`src/rtl/booth4_pkg.sv`:
```
package booth4_pkg;
  // 3-bit two's-complement digit codes
  localparam logic [2:0] DIG_Z  = 3'b000;
  localparam logic [2:0] DIG_P1 = 3'b001;
  localparam logic [2:0] DIG_P2 = 3'b010;
  localparam logic [2:0] DIG_M2 = 3'b110;
  localparam logic [2:0] DIG_M1 = 3'b111;

  // window = {upper, middle, lower} multiplier bits
  function automatic logic [2:0] window_digit(input logic [2:0] win);
    case (win)
      3'b001, 3'b010: window_digit = DIG_P1;
      3'b011:         window_digit = DIG_P2;
      3'b100:         window_digit = DIG_M2;
      3'b101, 3'b110: window_digit = DIG_M1;
      default:        window_digit = DIG_Z;
    endcase
  endfunction
endpackage

```
`src/rtl/booth4_digit_enc.sv`:
```
module booth4_digit_enc
  import booth4_pkg::*;
#(
  parameter int ND = 4
) (
  input  logic [2*ND-1:0]     mplr,
  output logic [ND-1:0][2:0]  dig
);
  logic [2*ND:0] ext;
  assign ext = {mplr, 1'b0};

  for (genvar i = 0; i < ND; i++) begin : g_dig
    assign dig[i] = window_digit(ext[2*i+2 -: 3]);
  end
endmodule

```
`src/rtl/booth4_pair_merge.sv`:
```
module booth4_pair_merge
  import booth4_pkg::*;
#(
  parameter int ND = 4
) (
  input  logic [ND-1:0][2:0] dig_in,
  output logic [ND-1:0][2:0] dig_out
);
  logic [ND-1:0][2:0] work;

  always_comb begin
    work = dig_in;
    for (int i = ND - 1; i >= 1; i--) begin
      if (work[i] == DIG_M1 && work[i-1] == DIG_P2) begin
        work[i]   = DIG_Z;
        work[i-1] = DIG_M2;
      end else if (work[i] == DIG_P1 && work[i-1] == DIG_M2) begin
        work[i]   = DIG_Z;
        work[i-1] = DIG_P2;
      end
    end
    dig_out = work;
  end
endmodule

```
`src/rtl/booth4_row_gen.sv`:
```
module booth4_row_gen
  import booth4_pkg::*;
#(
  parameter int ND = 4,
  parameter int XW = 8,
  localparam int RW = XW + 2,
  localparam int CW = $clog2(ND + 1)
) (
  input  logic [ND-1:0][2:0]    dig,
  input  logic [XW-1:0]         mcand,
  output logic [ND-1:0]         sel_one,
  output logic [ND-1:0]         sel_two,
  output logic [ND-1:0]         sel_neg,
  output logic [ND-1:0][RW-1:0] rows,
  output logic [CW-1:0]         nz_cnt
);
  logic [RW-1:0] sx;
  assign sx = {{2{mcand[XW-1]}}, mcand};

  for (genvar i = 0; i < ND; i++) begin : g_row
    logic [RW-1:0] mult;
    assign sel_one[i] = (dig[i] == DIG_P1) || (dig[i] == DIG_M1);
    assign sel_two[i] = (dig[i] == DIG_P2) || (dig[i] == DIG_M2);
    assign sel_neg[i] = dig[i][2];
    assign mult    = sel_two[i] ? {sx[RW-2:0], 1'b0} : (sel_one[i] ? sx : '0);
    assign rows[i] = sel_neg[i] ? ~mult : mult;
  end

  always_comb begin
    nz_cnt = '0;
    for (int i = 0; i < ND; i++) begin
      if (dig[i] != DIG_Z) nz_cnt = nz_cnt + CW'(1);
    end
  end
endmodule

```
`src/rtl/booth4_merge_enc.sv`:
```
module booth4_merge_enc
  import booth4_pkg::*;
#(
  parameter int W  = 8,
  parameter int XW = 8,
  localparam int ND = W / 2,
  localparam int RW = XW + 2,
  localparam int CW = $clog2(ND + 1)
) (
  input  logic             clk,
  input  logic             rst_n,
  input  logic             in_valid,
  output logic             in_ready,
  input  logic [XW-1:0]    in_mcand,
  input  logic [W-1:0]     in_mplr,
  output logic             out_valid,
  input  logic             out_ready,
  output logic [ND-1:0]    out_one,
  output logic [ND-1:0]    out_two,
  output logic [ND-1:0]    out_neg,
  output logic [ND*RW-1:0] out_rows,
  output logic [CW-1:0]    out_nz
);
  logic [ND-1:0][2:0]    raw_dig, fold_dig;
  logic [ND-1:0]         c_one, c_two, c_neg;
  logic [ND-1:0][RW-1:0] c_rows;
  logic [CW-1:0]         c_nz;
  logic                  take;

  booth4_digit_enc #(.ND(ND)) u_enc (.mplr(in_mplr), .dig(raw_dig));

  booth4_pair_merge #(.ND(ND)) u_merge (.dig_in(raw_dig), .dig_out(fold_dig));

  booth4_row_gen #(.ND(ND), .XW(XW)) u_rows (
    .dig(fold_dig), .mcand(in_mcand),
    .sel_one(c_one), .sel_two(c_two), .sel_neg(c_neg),
    .rows(c_rows), .nz_cnt(c_nz)
  );

  assign in_ready = !out_valid || out_ready;
  assign take     = in_valid && in_ready;

  always_ff @(posedge clk or negedge rst_n) begin
    if (!rst_n) begin
      out_valid <= 1'b0;
      out_one   <= '0;
      out_two   <= '0;
      out_neg   <= '0;
      out_rows  <= '0;
      out_nz    <= '0;
    end else begin
      if (in_ready) out_valid <= in_valid;
      if (take) begin
        out_one  <= c_one;
        out_two  <= c_two;
        out_neg  <= c_neg;
        out_rows <= c_rows;
        out_nz   <= c_nz;
      end
    end
  end

  // one-times and two-times are exclusive; negate only with a non-zero digit
  a_r2_sel_exclusive: assert property (@(posedge clk) disable iff (!rst_n)
    out_valid |-> ((out_one & out_two) == '0));
  a_r2_neg_needs_mag: assert property (@(posedge clk) disable iff (!rst_n)
    out_valid |-> ((out_neg & ~(out_one | out_two)) == '0));
  // count agrees with the registered selects
  a_r6_nz_count: assert property (@(posedge clk) disable iff (!rst_n)
    out_valid |-> (int'(out_nz) == $countones(out_one | out_two)));
  // a stalled result stays put
  a_r7_stall_hold: assert property (@(posedge clk) disable iff (!rst_n)
    (out_valid && !out_ready) |=> (out_valid && $stable(out_rows) && $stable(out_neg)
                                   && $stable(out_one) && $stable(out_two) && $stable(out_nz)));
  // no foldable pair survives
  for (genvar i = 1; i < ND; i++) begin : g_chk
    a_r3_no_fold_left: assert property (@(posedge clk) disable iff (!rst_n)
      out_valid |-> !(out_one[i] && out_two[i-1] && (out_neg[i] != out_neg[i-1])));
  end
endmodule

```
`config.mk`:
```
export PLATFORM = sky130hd
export DESIGN_NAME = booth4_merge_enc
export DESIGN_NICKNAME = d
export VERILOG_FILES = /design/src/rtl/booth4_pkg.sv /design/src/rtl/booth4_digit_enc.sv /design/src/rtl/booth4_pair_merge.sv /design/src/rtl/booth4_row_gen.sv /design/src/rtl/booth4_merge_enc.sv
export SDC_FILE = /design/constraint.sdc
export NUM_CORES = 1
export LEC_CHECK = 0
export ABC_AREA = 1
export CORE_UTILIZATION = 55
export DETAILED_ROUTE_END_ITERATION = 10
export DONT_BUFFER_PORTS = 1
export HOLD_SLACK_MARGIN = 0.02
export PLACE_DENSITY = 0.7
export SLEW_MARGIN = 20
export SYNTH_ARGS = -nofsm -noshare
export SYNTH_HDL_FRONTEND = slang
export SYNTH_SLANG_ARGS = --single-unit
```
`constraint.sdc`:
```
create_clock -name clk -period 2.5 [get_ports clk]
set_clock_uncertainty 0.15 [all_clocks]
set_input_delay 0.375 -clock clk [delete_from_list [all_inputs] [get_ports clk]]
set_output_delay 0.375 -clock clk [all_outputs]
set_load 0.1 [all_outputs]
```
==> out/qor.yml <==
p_per_area_mw_per_mm2: 1000
power.leakage_nw: 2.04
setup_ws_ns: 0.493
yosysMostFrequentCell: "nand2_1"
dp_hpwl_um: 5750
vias_per_cell: 5.33
finalCritPeriodShare: 0.803
cts.sinks: 52
worstPathRequired_ns: 2.61
die_w_um: 78.5
yosysTopAreaCellShare: 0.405
synth-seq-cells: 52
insertion_delay_ns: 0.31
fin_crit_ns: 2.01
cp-end-kind: "flop"
setup_viol: 0
cts_buffers: 5
synth_mux_area_frac: 0
synth_edf_count: 0
syn_area_mm2: 0.00322
synth.largest_area_cell: "dfrtp_1"
gp_congestion: 0.876
synth-xor-area-share: 0.0268
cts_tree: "built"
path_max_fanout: 10
place_ws_ns: 0.189
rsz0062_at_grt: "no"
grtUsageTotal: 0.274
post_cts_resized: 0
overflow: 0
clkTransAtPathRegs_ns: 0.10
layout-drive-gt1-share: 0.203
worstHoldPathType: "in2reg"
grt_pass1_wl_um: 13000
yosys.area_share.adder: 0.0272
hold_viol: 0
initial_core_util: 0.577
synth-simple-area-share: 0.375
diodes: 0
synth_top_family_by_area: "simple AND/OR/NAND/NOR gates"
synth-main-ff-cell: "dfrtp_1"
synthCells: 441
clock.fmax_mhz: 498
root_buffer: "clkbuf_8"
boundaryPins: 77
htreeDepth: 2
grt_pass1_vias: 2795
dieArea_mm2: 0.00616
antenna_found_initial: 0
wirelength_um: 8000
area_delta_synth_final_pct: 15.9
die_y_um: 78.5
numPortBuffers: 0
synth_compound_area_frac: 0.0887
num_vias: 2958
ys_warn_count: 0
ys_types: 28
slew_violations: 0
synth_area_per_cell_um2: 7.29
rows: 27
nets: 509
ys_seq_area_frac: 0.405
firstDrtPassIters: 4
drc: 0
irDropWorstVdd_uv: 576
netlist_top_cells_count: "nand2_1, dfrtp_1, nand3_1"
max_cap_viol_count: 0
async_flop_share: 1.00
arrival_ns: 2.12
cts_max_path_buffers: 2
worst_path_largest_cell_delay_ns: 0.28
synth.top_cells.by_area: "dfrtp_1, nand2_1, nand3_1"
post_cts.repair.setup_buffers: 0
path_cells: "inv_2 -> nand4_1 -> nand2_1 -> inv_2 -> nor2_4 -> ha_1 -> inv_1 -> nand3_1 -> nand2_1 -> inv_1 -> ha_1 -> inv_1 -> a21oi_1 -> nand2_1 -> nand2_1"
critical_path_class: "in2reg"
final.setup.tns_ns: 0
coreArea_mm2: 0.00557
drt_iter0_markers: 181
grt_max_degree: 53
start_kind: "input port"
cpMostUsedCell: "nand2_1"
syn_nets: 468
wire_per_inst_um: 14.4
cpMaxStageDelayCell: "ha_1"
slew_headroom: 0.394
status: "complete, no violations"
tightest_slew_ns: 0.908
ant_nets: 0
fillers: 502
r2r_setup_slack_ns: 0.72
cts_hold_buf: 2
-- worst paths after layout --
path                             startpoint      endpoint  cells after the start
worst max-delay path             in_mplr[0]     out_nz[1]                     15
worst min-delay path            in_mcand[7]  out_rows[29]                      2
max in group asynchronous             rst_n  out_rows[29]                      2
worst min register to register  out_rows[9]   out_rows[9]                      2
min in group asynchronous             rst_n  out_rows[36]                      2
worst max register to register    out_valid  out_rows[30]                      8
-- metrics by stage --
stage / cells / power (mW) / instance area, um2 / utilization / hold WS (ns)
2_1_floorplan: 441 / 2.81 / 3220 / - / -0.0706
3_3_place_gp: 545 / 3.12 / 3580 / 0.642 / -0.0692
3_5_place_dp: 545 / 3.14 / 3580 / 0.642 / -0.0694
4_1_cts: 555 / 3.75 / 3730 / 0.668 / 0.0379
5_1_grt: 555 / 3.90 / 3730 / 0.668 / 0.0385
6_report: 555 / 3.74 / 3730 / 0.668 / 0.0402
-- flip-flops by register name, indices dropped and copies added (netlist names) --
signal	cells
out_valid	1
out_two	4
out_one	4
out_neg	4
out_nz	3
out_rows	36
-- worst max-delay path: cells and delay by family --
family | cells | cell delay, ns
buffers and inverters | 5 | 0.34
AO/OA/AOI/OAI | 1 | 0.13
adder cells (fa/ha/maj) | 2 | 0.54
AND/OR/NAND/NOR | 7 | 0.73
-- kinds of logic (layout without fill, tap and decap cells) --
logic type / Yosys count / count (layout)
buf+inv: 53 / 95
xor+xnor: 9 / 9
fa+ha+maj: 7 / 7
flops: 52 / 52
simple gates: 267 / 267
compound gates: 53 / 53
-- power breakdown --
group	switching [mW]	internal, mW
Combinational	1.60	0.361
Sequential	0.195	0.995
Clock	0.292	0.303
Total	2.09	1.66
-- per-layer routing --
layer / track usage / share of wire
met2: 0.453 / 0.45
met5: 0 / 0
met3: 0.0616 / 0.077
met4: 0.100 / 0.020
met1: 0.350 / 0.45
-- layout by cell type, fill, tap and decap left out --
cell type	n
nand2_2	12
clkbuf_1	1
nand3_2	5
nor2_4	2
dlygate4sd3_1	1
dfrtp_2	5
dfrtp_1	47
nand2_4	4
inv_1	27
buf_4	50
a21oi_2	1
o21ai_0	24
a21oi_1	3
nand3_1	43
o22ai_1	9
nand4_2	1
ha_1	7
bufinv_16	1
nand4_4	1
o211ai_1	1
clkbuf_8	5
xor2_2	1
inv_6	2
buf_16	1
o21ai_1	14
xor2_1	8
o31ai_1	1
nand4_1	8
inv_2	7
nand2_1	181
nor2_1	10
-- layout make-up --
| cell class | instances | area, um2 | share of cell area |
|---|---|---|---|
| sequential | 52 | 1310 | 0.351 |
| inverter | 35 | 136 | 0.0366 |
| tap | 72 | 90.1 | 0.0242 |
| multi-input combinational | 336 | 1670 | 0.448 |
| timing repair buffer | 52 | 413 | 0.111 |
| clock buffer | 6 | 72.6 | 0.0195 |
| clock inverter | 2 | 38.8 | 0.0104 |
(Power assumes the default switching activity.)
